## config.mk

```make
export PLATFORM = sky130hd
export DESIGN_NAME = twi_ee_target
export DESIGN_NICKNAME = d
export VERILOG_FILES = /design/src/rtl/twi_ee_pkg.sv /design/src/rtl/twi_ee_linesync.sv /design/src/rtl/twi_ee_wtimer.sv /design/src/rtl/twi_ee_array.sv /design/src/rtl/twi_ee_engine.sv /design/src/rtl/twi_ee_target.sv
export SDC_FILE = /design/constraint.sdc
export NUM_CORES = 2
export LEC_CHECK = 0
export CAP_MARGIN = 20
export CORE_UTILIZATION = 32
export CTS_BUF_LIST = sky130_fd_sc_hd__clkbuf_8
export DETAILED_ROUTE_END_ITERATION = 8
export PLACE_DENSITY = 0.55
export RECOVER_POWER = 25
export SLEW_MARGIN = 20
export SYNTH_ARGS = -nofsm -noshare
export SYNTH_HDL_FRONTEND = slang
export SYNTH_SLANG_ARGS = --single-unit
```

## constraint.sdc

```tcl
create_clock -name clk -period 6.17 [get_ports clk]
set_clock_uncertainty 0.2 [all_clocks]
set_input_delay 0.617 -clock clk [delete_from_list [all_inputs] [get_ports clk]]
set_output_delay 0.617 -clock clk [all_outputs]
set_load 0.01 [all_outputs]
```

## src/rtl/twi_ee_pkg.sv

```systemverilog
package twi_ee_pkg;
  localparam int unsigned WORD_W = 8;
  localparam int unsigned ADDR_W = 7;
  localparam int unsigned LANE_W = 2;
  localparam int unsigned LANES  = 1 << LANE_W;
  localparam int unsigned DEPTH  = 1 << ADDR_W;
  localparam int unsigned ROW_W  = ADDR_W - LANE_W;

  typedef logic [WORD_W-1:0] word_t;
  typedef logic [ADDR_W-1:0] waddr_t;
  typedef logic [LANE_W-1:0] lane_t;
  typedef logic [ROW_W-1:0]  row_t;
  typedef logic [LANES-1:0][WORD_W-1:0] stage_t;

  typedef enum logic [2:0] {
    PH_IDLE, PH_RECV, PH_ACK, PH_SEND, PH_HACK
  } phase_e;

  // write pointer: advance inside the current page only
  function automatic waddr_t page_step(waddr_t a);
    lane_t l;
    l = a[LANE_W-1:0] + lane_t'(1);
    return {a[ADDR_W-1:LANE_W], l};
  endfunction

  // read pointer: advance over the whole array with natural wrap
  function automatic waddr_t seq_step(waddr_t a);
    return a + waddr_t'(1);
  endfunction
endpackage

```

## src/rtl/twi_ee_linesync.sv

```systemverilog
module twi_ee_linesync #(
  parameter int unsigned STAGES = 2
) (
  input  logic clk,
  input  logic rst_n,
  input  logic scl_i,
  input  logic sda_i,
  output logic scl_s,
  output logic sda_s,
  output logic scl_rise,
  output logic scl_fall,
  output logic start_det,
  output logic stop_det
);
  logic [STAGES-1:0] scl_sh, sda_sh;
  logic scl_p, sda_p;

  always_ff @(posedge clk or negedge rst_n) begin
    if (!rst_n) begin
      scl_sh <= '1;
      sda_sh <= '1;
      scl_p  <= 1'b1;
      sda_p  <= 1'b1;
    end else begin
      scl_sh <= {scl_sh[STAGES-2:0], scl_i};
      sda_sh <= {sda_sh[STAGES-2:0], sda_i};
      scl_p  <= scl_sh[STAGES-1];
      sda_p  <= sda_sh[STAGES-1];
    end
  end

  assign scl_s     = scl_sh[STAGES-1];
  assign sda_s     = sda_sh[STAGES-1];
  assign scl_rise  = scl_s & ~scl_p;
  assign scl_fall  = ~scl_s & scl_p;
  assign start_det = scl_s & scl_p & sda_p & ~sda_s;
  assign stop_det  = scl_s & scl_p & ~sda_p & sda_s;
endmodule

```

## src/rtl/twi_ee_wtimer.sv

```systemverilog
module twi_ee_wtimer #(
  parameter int unsigned WR_CYCLES = 250000
) (
  input  logic clk,
  input  logic rst_n,
  input  logic launch,
  output logic busy
);
  localparam int unsigned CNT_W = $clog2(WR_CYCLES + 1);
  logic [CNT_W-1:0] remain;

  always_ff @(posedge clk or negedge rst_n) begin
    if (!rst_n)              remain <= '0;
    else if (launch)         remain <= CNT_W'(WR_CYCLES);
    else if (remain != '0)   remain <= remain - CNT_W'(1);
  end

  assign busy = (remain != '0);
endmodule

```

## src/rtl/twi_ee_array.sv

```systemverilog
module twi_ee_array
  import twi_ee_pkg::*;
(
  input  logic     clk,
  input  logic     rst_n,
  input  logic     commit,
  input  row_t     row,
  input  stage_t   stage_data,
  input  logic [LANES-1:0] stage_vld,
  input  waddr_t   rd_addr,
  output word_t    rd_data
);
  word_t mem [DEPTH];

  always_ff @(posedge clk or negedge rst_n) begin
    if (!rst_n) begin
      for (int i = 0; i < DEPTH; i++) mem[i] <= '0;
    end else if (commit) begin
      for (int l = 0; l < LANES; l++)
        if (stage_vld[l]) mem[{row, lane_t'(l)}] <= stage_data[l];
    end
  end

  assign rd_data = mem[rd_addr];
endmodule

```

## src/rtl/twi_ee_engine.sv

```systemverilog
module twi_ee_engine
  import twi_ee_pkg::*;
(
  input  logic   clk,
  input  logic   rst_n,
  input  logic   busy,
  input  logic   sda_s,
  input  logic   scl_rise,
  input  logic   scl_fall,
  input  logic   start_det,
  input  logic   stop_det,
  input  word_t  rd_data,
  output waddr_t rd_addr,
  output row_t   row,
  output stage_t stage_data,
  output logic [LANES-1:0] stage_vld,
  output logic   commit,
  output logic   addr_phase,
  output logic   sda_pull
);
  phase_e     phase;
  logic [3:0] bitcnt;
  word_t      shreg, txsh;
  logic       is_addr, rw, hack;
  waddr_t     addr;

  always_ff @(posedge clk or negedge rst_n) begin
    if (!rst_n) begin
      phase      <= PH_IDLE;
      bitcnt     <= '0;
      shreg      <= '0;
      txsh       <= '0;
      is_addr    <= 1'b0;
      rw         <= 1'b0;
      hack       <= 1'b0;
      addr       <= '0;
      stage_data <= '0;
      stage_vld  <= '0;
    end else if (busy) begin
      phase     <= PH_IDLE;
      stage_vld <= '0;
    end else if (start_det) begin
      phase     <= PH_RECV;
      bitcnt    <= '0;
      is_addr   <= 1'b1;
      stage_vld <= '0;
    end else if (stop_det) begin
      phase     <= PH_IDLE;
      stage_vld <= '0;
    end else begin
      unique case (phase)
        PH_RECV: begin
          if (scl_rise && bitcnt != 4'd8) begin
            shreg  <= {shreg[WORD_W-2:0], sda_s};
            bitcnt <= bitcnt + 4'd1;
          end else if (scl_fall && bitcnt == 4'd8) begin
            phase <= PH_ACK;
            if (is_addr) begin
              addr <= shreg[WORD_W-1:1];
              rw   <= shreg[0];
            end else begin
              stage_data[addr[LANE_W-1:0]] <= shreg;
              stage_vld[addr[LANE_W-1:0]]  <= 1'b1;
              addr <= page_step(addr);
            end
          end
        end
        PH_ACK: begin
          if (scl_fall) begin
            bitcnt  <= '0;
            is_addr <= 1'b0;
            if (rw) begin
              phase <= PH_SEND;
              txsh  <= rd_data;
            end else begin
              phase <= PH_RECV;
            end
          end
        end
        PH_SEND: begin
          if (scl_fall) begin
            txsh <= {txsh[WORD_W-2:0], 1'b0};
            if (bitcnt == 4'd7) begin
              phase  <= PH_HACK;
              bitcnt <= '0;
            end else begin
              bitcnt <= bitcnt + 4'd1;
            end
          end
        end
        PH_HACK: begin
          if (scl_rise) begin
            hack <= ~sda_s;
          end else if (scl_fall) begin
            if (hack) begin
              addr  <= seq_step(addr);
              txsh  <= rd_data;
              phase <= PH_SEND;
            end else begin
              phase <= PH_IDLE;
            end
          end
        end
        default: ;
      endcase
    end
  end

  assign rd_addr    = (phase == PH_HACK) ? seq_step(addr) : addr;
  assign row        = addr[ADDR_W-1:LANE_W];
  assign commit     = stop_det & ~busy & (|stage_vld);
  assign addr_phase = (phase == PH_RECV) & is_addr;
  assign sda_pull   = (phase == PH_ACK) | ((phase == PH_SEND) & ~txsh[WORD_W-1]);
endmodule

```

## src/rtl/twi_ee_target.sv

```systemverilog
module twi_ee_target
  import twi_ee_pkg::*;
#(
  parameter int unsigned WR_CYCLES   = 250000,
  parameter int unsigned SYNC_STAGES = 2
) (
  input  logic clk,
  input  logic rst_n,
  input  logic scl_i,
  input  logic sda_i,
  output logic sda_pull_o
);
  logic   scl_s, sda_s, scl_rise, scl_fall, start_det, stop_det;
  logic   busy, commit, addr_phase;
  waddr_t rd_addr;
  word_t  rd_data;
  row_t   row;
  stage_t stage_data;
  logic [LANES-1:0] stage_vld;

  twi_ee_linesync #(.STAGES(SYNC_STAGES)) u_sync (
    .clk, .rst_n, .scl_i, .sda_i,
    .scl_s, .sda_s, .scl_rise, .scl_fall, .start_det, .stop_det
  );

  twi_ee_engine u_eng (
    .clk, .rst_n, .busy, .sda_s, .scl_rise, .scl_fall, .start_det, .stop_det,
    .rd_data, .rd_addr, .row, .stage_data, .stage_vld, .commit, .addr_phase,
    .sda_pull(sda_pull_o)
  );

  twi_ee_wtimer #(.WR_CYCLES(WR_CYCLES)) u_tmr (
    .clk, .rst_n, .launch(commit), .busy
  );

  twi_ee_array u_arr (
    .clk, .rst_n, .commit, .row, .stage_data, .stage_vld, .rd_addr, .rd_data
  );
endmodule

```

# [Yosys cells after proc, flatten, opt, wreduce, memory -nomap -nowiden]
# Cells that the tools add are included.
[word_totals] wordCells=322 input_bits=4 regBits=1117
[classes] n_lt_le_gt_ge=11 reduce_logical=29 n_eq_ne=29 add_sub_neg=4 bitwise=27 n_mux=75
[ops] cell="$mux W1024" count=7
[ops] cell="$bwmux W1024" count=4
[ops] cell="$demux W8 S7" count=4
[ops] cell="$mux W8" count=13
[ops] cell="$bmux W8 S7" count=1
[ops] cell="$mux W4" count=13
[ops] cell="$mux W7" count=7
[ops] cell="$ge A8 B8 Y1 const B" count=5
[ops] cell="$not A7 Y8" count=5
[ops] cell="$mux W18" count=2
[ops] cell="$bwmux W32" count=1
[ops] cell="$lt A8 B1 Y1 const B" count=4
[ops] cell="$mux W3" count=10
[ops] cell="$ne A5 B2 Y1 const B" count=5
[ops] cell="$pmux W8 S3" count=1
[ops] cell="$reduce_and A10 Y1" count=2
[ops] cell="$reduce_bool A18 Y1" count=1
[ops] cell="$sub A18 B1 Y18 const B" count=1
[ops] cell="$demux W8 S2" count=1
[ops] cell="$ne A2 B1 Y1 const B" count=7
[ops] cell="$pmux W7 S2" count=1
[ops] cell="$reduce_and A7 Y1" count=2
[ops] cell="$pmux W3 S4" count=1
[ops] cell="$pmux W4 S3" count=1
[ops] cell="34 further kinds" count=76

# [Depth between registers and ports, before layout]
[depth] ltp_word=16 depth_mapped=20 ltp_nobuf=10

# [By module]
# Synthesis repeated with hierarchy kept, for this count alone.
[unflattened] cells_unflattened=3175 area_unflattened_um2=51141.5
[modules_own_cells] module="twi_ee_array" instances=1 seq_area_each_um2=25624.6 area_per_inst_um2=46364.5 cells_each=2769
[modules_own_cells] module="twi_ee_engine" instances=1 seq_area_each_um2=1726.7 area_per_inst_um2=3525.9 cells_each=288
[modules_own_cells] module="twi_ee_wtimer" instances=1 seq_area_each_um2=450.4 area_per_inst_um2=1061.0 cells_each=108
[modules_own_cells] module="twi_ee_linesync" instances=1 seq_area_each_um2=157.7 area_per_inst_um2=190.2 cells_each=10

# [Least setup slack after synthesis]
# No wires, ideal clock.
[synth_path] kind="reg-to-reg" from="register u_eng.addr[1]" to="register u_eng.txsh[5]" synth_period_minus_slack_ns=4.510 arrival_time_ns=4.171 path_slack_ns=1.660 stages_incl_launch_ff=17 path_cell_list="dfrtp_1 > buf_2 > inv_1 > clkbuf_1 > buf_1 > clkbuf_1 > ha_1 > buf_2 > or4b_4 > buf_6 > buf_6 > o21ai_2 > nor3_1 > or4_1 > a311o_1 > a2111oi_0 > a21oi_1"
[synth_via] elab_chain_cells=10 word_cells_on_any_way=12
[synth_rtl] element="start, declared" line_no="twi_ee_engine.sv:25" rtl="waddr_t addr;"
[synth_rtl] element="start signal, assigned" line_no="twi_ee_engine.sv:59" rtl="addr <= shreg[WORD_W-1:1];"
[synth_rtl] element="start signal, assigned" line_no="twi_ee_engine.sv:64" rtl="addr <= page_step(addr);"
[synth_rtl] element="start signal, assigned" line_no="twi_ee_engine.sv:96" rtl="addr <= seq_step(addr);"
[synth_rtl] element="$add A7 B1 Y7" line_no="twi_ee_pkg.sv:28" rtl="return a + waddr_t'(1);"
[synth_rtl] element="$mux W7 *" line_no="twi_ee_engine.sv:109" rtl="assign rd_addr = (phase == PH_HACK) ? seq_step(addr) : addr;"
[synth_rtl] element="$not A7 Y8 (implied by the code) *" line_no="twi_ee_array.sv:24" rtl="assign rd_data = mem[rd_addr];"
[synth_rtl] element="$bmux W8 S7 *" line_no="twi_ee_array.sv:24"
[synth_rtl] element="$mux W8 (implied by the code) * (2 in a row)" line_no="twi_ee_array.sv:24"
[synth_rtl] element="$mux W8" line_no="twi_ee_engine.sv:95" rtl="if (hack) begin"
[synth_rtl] element="$mux W8" line_no="twi_ee_engine.sv:94" rtl="end else if (scl_fall) begin"
[synth_rtl] element="$mux W8" line_no="twi_ee_engine.sv:92" rtl="if (scl_rise) begin"
[synth_rtl] element="$pmux W8 S3 *" line_no="twi_ee_engine.sv:51" rtl="unique case (phase)"
[synth_rtl] element="end signal, assigned" line_no="twi_ee_engine.sv:74" rtl="txsh <= rd_data;"
[synth_rtl] element="end signal, assigned" line_no="twi_ee_engine.sv:82" rtl="txsh <= {txsh[WORD_W-2:0], 1'b0};"
[synth_rtl] element="end signal, assigned" line_no="twi_ee_engine.sv:97" rtl="txsh <= rd_data;"
[synth_rtl] element="end, declared" line_no="twi_ee_engine.sv:23" rtl="word_t shreg, txsh;"
# Mark *: on every way between the ends. The rest lies on a longest branch, timed or not. The select of a mux whose other input is x is not followed.
# A chain may end at the register's enable or synchronous reset.

# [Worst setup path after layout]
[layout_path] from="register u_eng.addr[1]" to="register u_eng.txsh[3]"
# The elaborated chain is that of the path after synthesis.

==> qor.txt <==
first-pass GRT wire length - 324 mm
Critical R2R Launch - u_eng.addr[1]
row count - 154
placed inst area - 0.0600 sq mm
clock share of power - 0.468
main area contributors after synthesis - dfrtp_1 (48%), mux2_2 (21%), mux2i_1 (3.2%), o22ai_1 (2.9%), nand2_1 (2.4%)
Max VDD drop - 243 uV
CP delay by family, top - compound AO/OA/AOI/OAI gates
post-synthesis sequential area ratio - 0.488
area of the multi-input gates - 0.0276 sq mm
Lkg Pwr - 28.7 nW
cell mode on critical path - buf_4
# IOs - 5
htree depth - 4
Net Sw Frac - 0.251
Worst-Skew Late Latency - 0.98 ns
Internal Power - 11.3 mW
CP max-delay cell - nor4_1
FMAX - 0.177 GHz
violated checks - max-capacitance violations, max-slew violations
Final min period - 5.65 ns
worst path cell trace - buf_4 > clkinv_2 > ha_4 > nand4bb_4 > buf_4 > buf_12 > o32a_1 > o221ai_1 > o22ai_1 > o211ai_1 > o311ai_1 > nor4_1 > a21oi_1
Via-to-Cell Ratio - 6.20
Die Ht - 425 microns
max_slew headroom - -1.53
Unique masters post-synth - 99
DP HPWL - 135 mm
number of enable flip-flop cells after synthesis - 0
GR Overflow Total - 0
initial drt markers - 5,388
cell area after layout - 0.0639 sq mm
HP Class - input port to asynchronous set/reset pin
PostCTS Resize Cnt - 0
Clock Path Buffers - 3
Initial Util - 0.324
synth-to-layout area growth - 11.5%
pin slew with the least headroom to its limit - 3.80 ns
WS Path Type - register to register
CP Data Required Time - 6.79 ns
total clock buffers created by CTS - 196
Total Nets Final - 4,873
Synth async-reset ratio - 1.00
post-detailed-route count of antenna-violating nets - 0
Comb pwr share - 0.030
routed vias - 45.7k
sequential share of power - 0.502
Synth Cell Area - 0.0573 sq mm
area of the die - 0.181 sq mm
port buffer count - 4
Critical path origin - u_eng.addr[1]
WL met1 - 92.1 mm
placer congestion estimate - 0.892
share of cells above drive strength 1 - 0.323
met2 WL - 100 mm
YS warnings - 0
synth cell count leaders - dfrtp_1 (1,111), mux2_2 (1,078), nand2_1 (370)
CP Capture Type - register
pin count of the biggest net entering global routing - 159
CTS sink count - 1,117
dominant synthesized flop cell - dfrtp_1
drt pass-1 iters - 5
RSZ-0062 raised after global routing - false
Worst Path Buf+Inv - 4
Final Max Slew Viols - 840
vias in the first global route - 44.4k
total of max-cap violations - 8
initial antenna violation count - 13
switching power - 3.79 mW
syn_area_per_cell - 11.6 sq um
drt total wl - 225 mm
detailed-route DRC error count - 0
CTS tree - done
Pwr Density - 236 mW/mm^2
clk slew on worst S/H paths - 0.07 ns
number of fill cells in the layout - 17.2k
final setup violating endpoints - 0
Syn Nets - 4,951
Synth Instances - 4,939
Detail Route met3 WL - 21.1 mm
crit start category - register
Final Hold Fails - 0
most frequent cell after synthesis - dfrtp_1
Synth Register Bits - 1,117
uppermost layer routed - met5
final period utilization - 0.916
Total Routing Usage GR - 0.244
clk root buf - clkbuf_8
Core Area - 0.177 sq mm
critical-path maximum fanout - 135
Avg WL per Cell - 30.6 microns
width of the chip - 425 microns
status - finished with violations
Yosys top cell area share - 0.485
CP max stage delay - 1.06 ns
Post-CTS Setup Inserts - 0
Setup TNS - 0 ns
Worst R2R Setup Slack - 0.52 ns
crit path DAT - 6.27 ns
register area - 0.0280 sq mm
post-synth top area cell - dfrtp_1
## metal layers
metal	vias to the layer above	track usage
met4	8	0.123
met2	2515	0.372
li1	18693	-
met3	638	0.0618
met1	23810	0.321
met5	-	0
## through the flow
step                      power [mW]  instances   util  hold slack [ns]  worst slack, ns
final                           15.1       7361  0.361           0.0344            0.520
after global routing            15.6       7355  0.361           0.0660            0.576
after CTS                       15.2       7354  0.361           0.0336            0.812
after detailed placement        8.16       7000  0.339            0.149            0.788
after global placement          8.15       6999  0.338            0.147            0.825
after floorplan                 7.87       4939      -            0.121             1.66
## cell type report
class | instances | share of cell area
antenna | 7 | 0.000274
sequential | 1117 | 0.438
inverter | 16 | 0.000979
multi-input combinational | 3383 | 0.432
timing repair buffer | 147 | 0.0197
tap | 2340 | 0.0458
clock inverter | 102 | 0.00904
clock buffer | 249 | 0.0536
## final timing paths
path	endpoint	depth (start not counted)
max reg2reg	u_eng.txsh[3]	13
min reg2reg	u_sync.sda_sh[1]	0
min in group clk	u_sync.sda_sh[1]	0
min	u_eng.stage_data[10]	2
max in group asynchronous	u_arr.mem[990]	3
max	u_eng.txsh[3]	13
## worst register-to-register path: stages, from the launching register on
cell and delay (ns):
dfrtp_4 0.40, buf_4 0.46, clkinv_2 0.18, ha_4 0.58, nand4bb_4 0.28, buf_4 0.34, buf_12 0.27, o32a_1 0.53
o221ai_1 0.08, o22ai_1 0.13, o211ai_1 0.45, o311ai_1 0.38, nor4_1 1.06, a21oi_1 0.14
## logic make-up (layout without fill, tap and decap cells)
| kind of cell | after synthesis | in the layout | share of synthesized area |
|---|---|---|---|
| flip-flops | 1117 | 1117 | 0.488 |
| buffers and inverters | 439 | 514 | 0.0339 |
| XOR/XNOR | 16 | 16 | 0.00257 |
| AO/OA/AOI/OAI | 1030 | 1030 | 0.132 |
| other | 0 | 7 | 0 |
| adder cells (fa/ha/maj) | 8 | 8 | 0.00175 |
| multiplexers | 1291 | 1291 | 0.255 |
| AND/OR/NAND/NOR | 1038 | 1038 | 0.0871 |
## cells in the final DEF (no fill, tap or decap), types with 19 or more instances in the layout
master	count
a211oi_1	111
a21oi_1	89
a31oi_1	36
a32oi_1	23
buf_4	119
clkbuf_8	249
clkinv_2	20
dfrtp_1	1077
dfrtp_2	30
inv_1	82
mux2_2	1078
mux2i_1	178
mux4_2	26
nand2_1	369
nand3_1	87
nor2_1	150
nor2b_1	58
nor3_1	204
nor4_1	25
o211ai_1	19
o21ai_0	77
o221ai_1	112
o22a_1	55
o22ai_1	262
o31ai_1	24
o32a_1	44
o32ai_1	59
or3_1	34
or4_1	22
## sequential cells by signal, indices dropped and copies added, names as in the netlist
signal	flops
u_arr.mem	1024
u_eng.addr	7
u_eng.bitcnt	4
u_eng.hack	1
u_eng.is_addr	1
u_eng.phase	3
u_eng.rw	1
u_eng.shreg	8
u_eng.stage_data	32
u_eng.stage_vld	4
u_eng.txsh	8
u_sync.scl_p	1
u_sync.scl_sh	2
u_sync.sda_p	1
u_sync.sda_sh	2
u_tmr.remain	18
## timing repair
action,in CTS,in global routing
setup endpoints to repair,0,0
hold buffers,3,0
hold endpoints to repair,70,0
## power by group through the flow
stage,logic [mW],clock network [mW],registers (mW)
detailed placement,0.465,0,7.69
floorplan,0.234,0,7.64
global placement,0.459,0,7.69
finish,0.451,7.05,7.57
global route,0.508,7.51,7.58
CTS,0.468,7.18,7.56
No activity file was read; power rests on OpenSTA's default activity.
